`config.mk`:
```
export PLATFORM = sky130hd
export DESIGN_NAME = atr_parser
export DESIGN_NICKNAME = d
export VERILOG_FILES = /design/src/rtl/atr_pkg.sv /design/src/rtl/atr_xor_acc.sv /design/src/rtl/atr_capture.sv /design/src/rtl/atr_walker.sv /design/src/rtl/atr_parser.sv
export SDC_FILE = /design/constraint.sdc
export NUM_CORES = 1
export LEC_CHECK = 0
export BUFFER_PORTS_ARGS = -buffer_cell sky130_fd_sc_hd__buf_2
export CAP_MARGIN = 20
export CELL_PAD_IN_SITES_DETAIL_PLACEMENT = 1
export CELL_PAD_IN_SITES_GLOBAL_PLACEMENT = 1
export CORE_ASPECT_RATIO = 1.2
export CORE_MARGIN = 1.5
export CORE_UTILIZATION = 40
export DETAILED_ROUTE_END_ITERATION = 12
export GPL_TIMING_DRIVEN = 0
export PLACE_DENSITY = 0.79
export SLEW_MARGIN = 0
export SYNTH_ARGS = -nofsm -noshare
export SYNTH_HDL_FRONTEND = slang
export SYNTH_HIERARCHICAL = 1
export SYNTH_SLANG_ARGS = --single-unit
```
`constraint.sdc`:
```
create_clock -name clk -period 2.9 [get_ports clk]
set_clock_uncertainty 0.15 [all_clocks]
set_input_delay 0.58 -clock clk [delete_from_list [all_inputs] [get_ports clk]]
set_output_delay 0.58 -clock clk [all_outputs]
set_load 0.02 [all_outputs]
```
`src/rtl/atr_pkg.sv`:
```
package atr_pkg;

   typedef enum logic [2:0] {
      BK_FMT  = 3'd0,
      BK_TA   = 3'd1,
      BK_TB   = 3'd2,
      BK_TC   = 3'd3,
      BK_TD   = 3'd4,
      BK_HIST = 3'd5,
      BK_TCK  = 3'd6
   } bkind_e;

   typedef enum logic [2:0] {
      FE_NONE    = 3'd0,
      FE_ORDER   = 3'd1,
      FE_LENGTH  = 3'd2,
      FE_CHECK   = 3'd3,
      FE_TIMEOUT = 3'd4
   } ferr_e;

   typedef enum logic [2:0] {
      WS_FMT,
      WS_IFACE,
      WS_HIST,
      WS_TCK,
      WS_DONE,
      WS_FAIL
   } wstate_e;

   // Lowest set bit of a presence map (TA first, TD last).
   function automatic logic [3:0] map_low(input logic [3:0] m);
      return m & (~m + 4'd1);
   endfunction

endpackage

```
`src/rtl/atr_xor_acc.sv`:
```
module atr_xor_acc #(
   parameter int W = 8
) (
   input  logic         clk,
   input  logic         rst_n,
   input  logic         en,
   input  logic [W-1:0] din,
   output logic         zero_with_din
);

   logic [W-1:0] acc_q;

   always_ff @(posedge clk) begin
      if (!rst_n)  acc_q <= '0;
      else if (en) acc_q <= acc_q ^ din;
   end

   assign zero_with_din = ((acc_q ^ din) == '0);

endmodule

```
`src/rtl/atr_capture.sv`:
```
module atr_capture import atr_pkg::*; #(
   parameter int GRP_W = 4,
   parameter int NSLOT = 4
) (
   input  logic               clk,
   input  logic               rst_n,
   input  logic               accept,
   input  bkind_e             kind,
   input  logic [GRP_W-1:0]   grp,
   input  logic [7:0]         din,
   output logic [NSLOT*8-1:0] val,
   output logic [NSLOT-1:0]   has
);

   // Slot table: 0 TA of group 1, 1 TB of group 1, 2 TC of group 1, 3 TA of group 2
   function automatic bkind_e slot_kind(input int i);
      case (i)
         1:       return BK_TB;
         2:       return BK_TC;
         default: return BK_TA;
      endcase
   endfunction

   function automatic int slot_grp(input int i);
      return (i == 3) ? 2 : 1;
   endfunction

   for (genvar s = 0; s < NSLOT; s++) begin : g_slot
      localparam bkind_e           SK = slot_kind(s);
      localparam logic [GRP_W-1:0] SG = GRP_W'(slot_grp(s));
      logic [7:0] v_q;
      logic       h_q;
      always_ff @(posedge clk) begin
         if (!rst_n) begin
            v_q <= '0;
            h_q <= 1'b0;
         end else if (accept && kind == SK && grp == SG) begin
            v_q <= din;
            h_q <= 1'b1;
         end
      end
      assign val[s*8 +: 8] = v_q;
      assign has[s]        = h_q;
   end

endmodule

```
`src/rtl/atr_walker.sv`:
```
module atr_walker import atr_pkg::*; #(
   parameter  int MAX_LEN = 32,
   parameter  int GRP_W   = 4,
   localparam int IDX_W   = $clog2(MAX_LEN + 1)
) (
   input  logic             clk,
   input  logic             rst_n,
   input  logic             byte_vld,
   input  logic [7:0]       byte_data,
   input  logic             timeout,
   input  logic             chk_zero,
   output logic             accept,
   output bkind_e           kind,
   output logic [GRP_W-1:0] grp,
   output logic             cls_vld,
   output bkind_e           cls_kind,
   output logic [GRP_W-1:0] cls_grp,
   output logic             done,
   output logic             err,
   output ferr_e            err_code,
   output logic [IDX_W-1:0] next_pos,
   output logic [3:0]       first_proto,
   output logic [3:0]       hist_count,
   output logic             tck_req
);

   localparam logic [GRP_W-1:0] GRP_ONE = GRP_W'(1);
   localparam logic [GRP_W-1:0] GRP_TOP = {GRP_W{1'b1}};
   localparam logic [IDX_W-1:0] LEN_LIM = IDX_W'(MAX_LEN);

   wstate_e          st_q, st_n, after_if;
   logic [3:0]       map_q, map_n, low;
   logic [3:0]       k_q, k_n, hleft_q, last_t_q, fp_q, t_new;
   logic [GRP_W-1:0] grp_q, grp_n;
   logic [IDX_W-1:0] cnt_q;
   logic             need_q, need_n;
   ferr_e            code_q;
   logic             active, abort, take, over, bad_order;

   always_comb begin
      low = map_low(map_q);
      case (st_q)
         WS_FMT:   kind = BK_FMT;
         WS_IFACE: kind = low[0] ? BK_TA : low[1] ? BK_TB : low[2] ? BK_TC : BK_TD;
         WS_HIST:  kind = BK_HIST;
         default:  kind = BK_TCK;
      endcase
      active    = (st_q == WS_FMT) || (st_q == WS_IFACE) || (st_q == WS_HIST) || (st_q == WS_TCK);
      abort     = active && timeout;
      take      = active && byte_vld && !timeout;
      over      = take && (cnt_q == LEN_LIM);
      accept    = take && !over;
      t_new     = byte_data[3:0];
      bad_order = (kind == BK_TD) &&
                  (((grp_q == GRP_ONE) && (t_new == 4'hF)) || (t_new < last_t_q));
      map_n     = ((st_q == WS_FMT) || (kind == BK_TD)) ? byte_data[7:4] : (map_q & ~low);
      k_n       = (st_q == WS_FMT) ? byte_data[3:0] : k_q;
      need_n    = need_q | ((kind == BK_TD) && (t_new != 4'h0));
      grp_n     = ((kind == BK_TD) && (grp_q != GRP_TOP)) ? grp_q + GRP_ONE : grp_q;
      after_if  = (k_n != 4'h0) ? WS_HIST : (need_n ? WS_TCK : WS_DONE);
      st_n      = (map_n != 4'h0) ? WS_IFACE : after_if;
   end

   always_ff @(posedge clk) begin
      if (!rst_n) begin
         st_q     <= WS_FMT;
         map_q    <= '0;
         k_q      <= '0;
         hleft_q  <= '0;
         last_t_q <= '0;
         fp_q     <= '0;
         grp_q    <= GRP_ONE;
         cnt_q    <= '0;
         need_q   <= 1'b0;
         code_q   <= FE_NONE;
         cls_vld  <= 1'b0;
         cls_kind <= BK_FMT;
         cls_grp  <= '0;
      end else begin
         cls_vld <= 1'b0;
         if (abort) begin
            st_q   <= WS_FAIL;
            code_q <= FE_TIMEOUT;
         end else if (over) begin
            st_q   <= WS_FAIL;
            code_q <= FE_LENGTH;
         end else if (accept) begin
            cnt_q    <= cnt_q + 1'b1;
            cls_vld  <= 1'b1;
            cls_kind <= kind;
            cls_grp  <= (st_q == WS_IFACE) ? grp_q : '0;
            case (st_q)
               WS_FMT, WS_IFACE: begin
                  if (bad_order) begin
                     st_q   <= WS_FAIL;
                     code_q <= FE_ORDER;
                  end else begin
                     st_q    <= st_n;
                     map_q   <= map_n;
                     k_q     <= k_n;
                     hleft_q <= k_n;
                     need_q  <= need_n;
                     grp_q   <= grp_n;
                     if (kind == BK_TD) begin
                        last_t_q <= t_new;
                        if (grp_q == GRP_ONE) fp_q <= t_new;
                     end
                  end
               end
               WS_HIST: begin
                  hleft_q <= hleft_q - 4'd1;
                  if (hleft_q == 4'd1) st_q <= need_q ? WS_TCK : WS_DONE;
               end
               default: begin
                  if (chk_zero) st_q <= WS_DONE;
                  else begin
                     st_q   <= WS_FAIL;
                     code_q <= FE_CHECK;
                  end
               end
            endcase
         end
      end
   end

   assign grp         = grp_q;
   assign done        = (st_q == WS_DONE);
   assign err         = (st_q == WS_FAIL);
   assign err_code    = code_q;
   assign next_pos    = cnt_q;
   assign first_proto = fp_q;
   assign hist_count  = k_q;
   assign tck_req     = need_q;

endmodule

```
`src/rtl/atr_parser.sv`:
```
module atr_parser import atr_pkg::*; #(
   parameter  int MAX_LEN = 32,
   parameter  int GRP_W   = 4,
   localparam int IDX_W   = $clog2(MAX_LEN + 1)
) (
   input  logic             clk,
   input  logic             rst_n,
   input  logic             byte_vld,
   input  logic [7:0]       byte_data,
   input  logic             timeout,
   output logic             cls_vld,
   output logic [2:0]       cls_kind,
   output logic [GRP_W-1:0] cls_grp,
   output logic             done,
   output logic             err,
   output logic [2:0]       err_code,
   output logic [IDX_W-1:0] next_pos,
   output logic [3:0]       first_proto,
   output logic             specific_mode,
   output logic [3:0]       hist_count,
   output logic             tck_req,
   output logic [7:0]       ta1,
   output logic             ta1_vld,
   output logic [7:0]       tb1,
   output logic             tb1_vld,
   output logic [7:0]       tc1,
   output logic             tc1_vld,
   output logic [7:0]       ta2,
   output logic             ta2_vld
);

   localparam int NSLOT = 4;

   if (MAX_LEN < 3 || MAX_LEN > 255) begin : g_bad_len
      $error("atr_parser: MAX_LEN must lie in 3..255");
   end
   if (GRP_W < 2) begin : g_bad_grp
      $error("atr_parser: GRP_W must be at least 2");
   end

   logic             accept, chk_zero;
   bkind_e           kind, cls_kind_e;
   ferr_e            code_e;
   logic [GRP_W-1:0] grp;
   logic [NSLOT*8-1:0] cap_val;
   logic [NSLOT-1:0]   cap_has;

   atr_walker #(.MAX_LEN(MAX_LEN), .GRP_W(GRP_W)) u_walk (
      .clk         (clk),
      .rst_n       (rst_n),
      .byte_vld    (byte_vld),
      .byte_data   (byte_data),
      .timeout     (timeout),
      .chk_zero    (chk_zero),
      .accept      (accept),
      .kind        (kind),
      .grp         (grp),
      .cls_vld     (cls_vld),
      .cls_kind    (cls_kind_e),
      .cls_grp     (cls_grp),
      .done        (done),
      .err         (err),
      .err_code    (code_e),
      .next_pos    (next_pos),
      .first_proto (first_proto),
      .hist_count  (hist_count),
      .tck_req     (tck_req)
   );

   atr_xor_acc #(.W(8)) u_xor (
      .clk           (clk),
      .rst_n         (rst_n),
      .en            (accept),
      .din           (byte_data),
      .zero_with_din (chk_zero)
   );

   atr_capture #(.GRP_W(GRP_W), .NSLOT(NSLOT)) u_cap (
      .clk    (clk),
      .rst_n  (rst_n),
      .accept (accept),
      .kind   (kind),
      .grp    (grp),
      .din    (byte_data),
      .val    (cap_val),
      .has    (cap_has)
   );

   assign cls_kind      = cls_kind_e;
   assign err_code      = code_e;
   assign ta1           = cap_val[0  +: 8];
   assign tb1           = cap_val[8  +: 8];
   assign tc1           = cap_val[16 +: 8];
   assign ta2           = cap_val[24 +: 8];
   assign ta1_vld       = cap_has[0];
   assign tb1_vld       = cap_has[1];
   assign tc1_vld       = cap_has[2];
   assign ta2_vld       = cap_has[3];
   assign specific_mode = cap_has[3];

endmodule

```
==> summary.txt <==
Route
  • Drt first pass iters: 4
  • Detailed Route Iter0 Violations: 159
  • Drt total wl: 12620 um
  • Drt drc: 0
  • DRT antenna net count: 0
  • Vias/cell: 5.495
  • Vias: around 3900
  • Avg WL per Cell: 17.69 um

Yosys
  • Top cells by count, synth: 95 x nand2_1, 89 x dfxtp_1, 36 x mux2i_1
  • Sequential area share after synthesis: 41.43%
  • Unique masters post-synth: 66
  • XOR/XNOR Fraction of Synth Area: 4.277%
  • Most common cell in the synthesized netlist: nand2_1
  • Number of synthesized register bits: about 90
  • Simple-gate share of the synthesized area: 24.29%
  • Synth Area in Compound Gates: 13.38%
  • Cell taking the most area after synthesis: dfxtp_1
  • Main synth FF type: dfxtp_1
  • Post-synth EDFFs: 0
  • Synthesized instance count: 492
  • Post-Syn Nets: 513
  • Post-synthesis mux area share: under 10%
  • Mean Syn Cell Area: slightly below 9 um^2
  • Top post-synthesis cells by area: dfxtp_1 41%, mux2i_1 8.4%, nand2_1 8.3%
  • Ys Warns: 6
  • Largest family of logic cells by synthesized area: simple AND/OR/NAND/NOR gates
  • Ys async rst share: 0%
  • Adder-cell share of the synthesized area: 2.619%
  • Top cell type's share of synthesized area: 41.43%
  • Synthesized cell area: 0.004300 mm^2

GRT
  • Vias in the first global route: 3990
  • First-pass GRT wire length: 20360 um
  • Largest net degree at the start of global routing: 16
  • GRT overflow: 0
  • Aggregate global-route resource usage: around 23%
  • Initial antenna violation count: 0

Pwr
  • Switching Share: 25.39%
  • Fraction of power consumed by combinational cells: 10.9%
  • PnR Total Power: 2.864 mW
  • Clock Power Share: 44.7%
  • Switching Power: 727.2 uW
  • Sequential power share: 44.4%
  • Peak VDD IR: 0.3091 mV
  • PwrDens: 553.6 mW/mm^2
  • LEAKAGE: 2.277 nW
  • Internal power: 2.137 mW

Worst hold path
  • Min-delay src: u_walk/cls_kind[2]
  • Hold Path Class: flop to flop
  • WHS Endpoint: u_walk/cls_kind[2]
  • Worst hold path stage count: 2

STA
  • Worst rel slew slack: a little over two fifths
  • Tmin final: 2.698 ns
  • F_max: 370.6 MHz
  • Slew Viols, Final: 0
  • Fin Setup TNS: 0 ns
  • Final hold violation count: 0
  • Final worst slack: 0.2019 ns
  • Final setup vio count: 0
  • Worst-Margin Slew: 0.8602 ns
  • Crit share post-route: 93.04%
  • Unrepaired setup endpoints after global routing: no

Status
  • Outcome: finished, final reports clean

Place
  • DP Area: 0.004842 mm^2
  • I/O Buffers: 76
  • Pre-CTS setup slack: between 0.15 and 0.2 ns
  • Placed wire-length estimate: 9396 um
  • Placer congestion estimate: 0.9265

Setup path
  • R2R setup slack: 0.20 ns
  • Slowest cell on crit path: a311o_2
  • CP cell instances: inv_1 -> ha_1 -> nor2b_1 -> a311o_2 -> inv_2 -> clkbuf_4 -> and4bb_1 -> nand2_2 -> mux2i_1
  • CP Max Fanout: 12
  • CP Capture Type: flop
  • Critical Path RT: 2.97 ns
  • Critical R2R Launch: u_walk/next_pos[0]
  • R2R cell count: 9
  • FF-to-FF End: u_cap/g_slot[3].v_q[5]
  • Setup Crit Path Kind: flop to flop
  • CP bufs+invs: 3
  • Crit path arrival time: 2.76 ns
  • Crit path max-delay family: simple AND/OR/NAND/NOR gates
  • Max stage delay on crit path: roughly 0.47 ns
  • Worst Setup Start Kind: flop

CTS
  • Longest Clk Path Bufs: 2
  • TritonCTS clock tree: yes
  • Clk pin slew, worst setup/hold paths: 0.07 ns
  • Sink Count: 89
  • Post CTS Setup Buffer Count: 0
  • Max H-tree Level: 3
  • CTS root buf: clkbuf_16
  • Clock Latency Late Sink: 0.34 ns
  • Cts bufs inserted: 9

Cells and area
  • Reg area: ~0.0018 mm^2
  • Final instance area: 0.005174 mm^2
  • Number of fill cells: 1282
  • Nets@finish: 600
  • # diodes: 0
  • Area of the multi-input gates: 0.002288 mm^2
  • Layout area overhead: 20.31%
  • Layout cells sized above 1: 21.40%

Job
  • Number of max-cap violations: 0

Die
  • Core area: 0.01052 mm^2
  • Die area: 0.01138 mm^2
  • Die H: 116.6 um
  • Site Rows: 41
  • I/O pins: 77
  • Die width: 97.65 um
  • Initial Util: approximately 40%
cells by family (layout without fill, tap and decap cells):
kind of cell | after synthesis | after routing
flops | 89 | 89
mux | 37 | 37
xor+xnor | 21 | 21
compound gates | 89 | 89
fa+ha+maj | 9 | 9
buf+inv | 44 | 136
simple gates | 203 | 203
tightest hold or removal path, cell delays in order (launching register included):
cell and delay [ns]:
dfxtp_1 0.31, nand2_1 0.05, a21oi_1 0.05
cells in the final DEF, fill, tap and decap left out, drive strengths merged, types with 6 or more instances in the layout:
| cell type | netlist | routed |
|---|---|---|
| nand2 | 97 | 97 |
| buf | 15 | 90 |
| dfxtp | 89 | 89 |
| mux2i | 36 | 36 |
| a21oi | 31 | 31 |
| clkbuf | 14 | 25 |
| nor2 | 23 | 23 |
| xnor2 | 20 | 20 |
| o21ai | 19 | 19 |
| inv | 15 | 16 |
| and2 | 14 | 14 |
| nand3 | 13 | 13 |
| nor2b | 10 | 10 |
| nand4 | 10 | 10 |
| ha | 9 | 9 |
| and3 | 6 | 6 |
| nor3 | 6 | 6 |
| a211oi | 6 | 6 |
power by group through the flow:
| stage | Sequential, mW | Combinational, mW | Clock (mW) |
|---|---|---|---|
| 2_1_floorplan | 1.31 | 0.192 | 0 |
| 4_1_cts | 1.27 | 0.313 | 1.31 |
| 5_1_grt | 1.27 | 0.340 | 1.37 |
| 3_3_place_gp | 1.30 | 0.301 | 0 |
| 3_5_place_dp | 1.30 | 0.311 | 0 |
| 6_report | 1.27 | 0.314 | 1.28 |
registers in the layout (all words and copies together) (netlist names):
register and flops:
u_walk/grp 4, u_walk/next_pos 6, u_walk/first_proto 4, u_walk/cls_grp 4, u_walk/map_q 4, u_walk/st_q 3, u_walk/err_code 3, u_walk/tck_req 1
u_xor/acc_q 8, u_walk/last_t_q 4, u_cap/g_slot.h_q 4, u_cap/g_slot.v_q 32, u_walk/hist_count 4, u_walk/cls_vld 1, u_walk/cls_kind 3, u_walk/hleft_q 4
how the worst max path moves through the flow:
stage                       start  slack (ns)                     end  cells after the start
4_1_cts        u_walk/next_pos[0]        0.12  u_cap/g_slot[3].v_q[5]                      9
6_report       u_walk/next_pos[0]        0.20  u_cap/g_slot[3].v_q[5]                      9
2_1_floorplan  u_walk/next_pos[0]        0.39  u_cap/g_slot[2].v_q[0]                     10
5_1_grt        u_walk/next_pos[0]        0.05  u_cap/g_slot[3].v_q[5]                      9
3_5_place_dp   u_walk/next_pos[0]        0.17  u_cap/g_slot[3].v_q[5]                      9
3_3_place_gp   u_walk/next_pos[0]        0.22  u_cap/g_slot[3].v_q[6]                      9
layout make-up:
| cell class | instances | area share, % |
|---|---|---|
| clock inverters | 6 | 1.741 |
| inverters | 15 | 1.088 |
| flip-flops and latches | 89 | 34.44 |
| clock buffers | 10 | 4.619 |
| well taps | 129 | 3.120 |
| multi-input cells | 359 | 44.23 |
| repair buffers | 76 | 7.352 |
| plain buffers | 29 | 3.410 |
routing by layer:
| metal | GRT usage [%] | vias to the layer above | part of all wire [%] | wire [um] |
|---|---|---|---|---|
| met4 | 8.667 | 0 | 2.0 | 247 |
| met5 | 0 | - | 0 | 0 |
| met1 | 26.60 | 1914 | 44 | 5555 |
| met2 | 41.02 | 102 | 50 | 6337 |
| met3 | 4.788 | 16 | 3.8 | 475 |
| li1 | - | 1886 | - | - |
stage by stage:
step | cells | hold slack, ns | util (%)
global route | 713 | 0.3377 | 49.20
floorplan | 492 | 0.2818 | -
detailed placement | 697 | 0.3019 | 46.04
finish | 713 | 0.3060 | 49.20
global placement | 697 | 0.2907 | 46.04
CTS | 713 | 0.3116 | 49.17
what timing repair did:
item / in CTS / in global routing
hold buffers: 0 / 0
resized for setup: 0 / 1
setup endpoints to repair: 0 / 4
(Power assumes the default switching activity.)
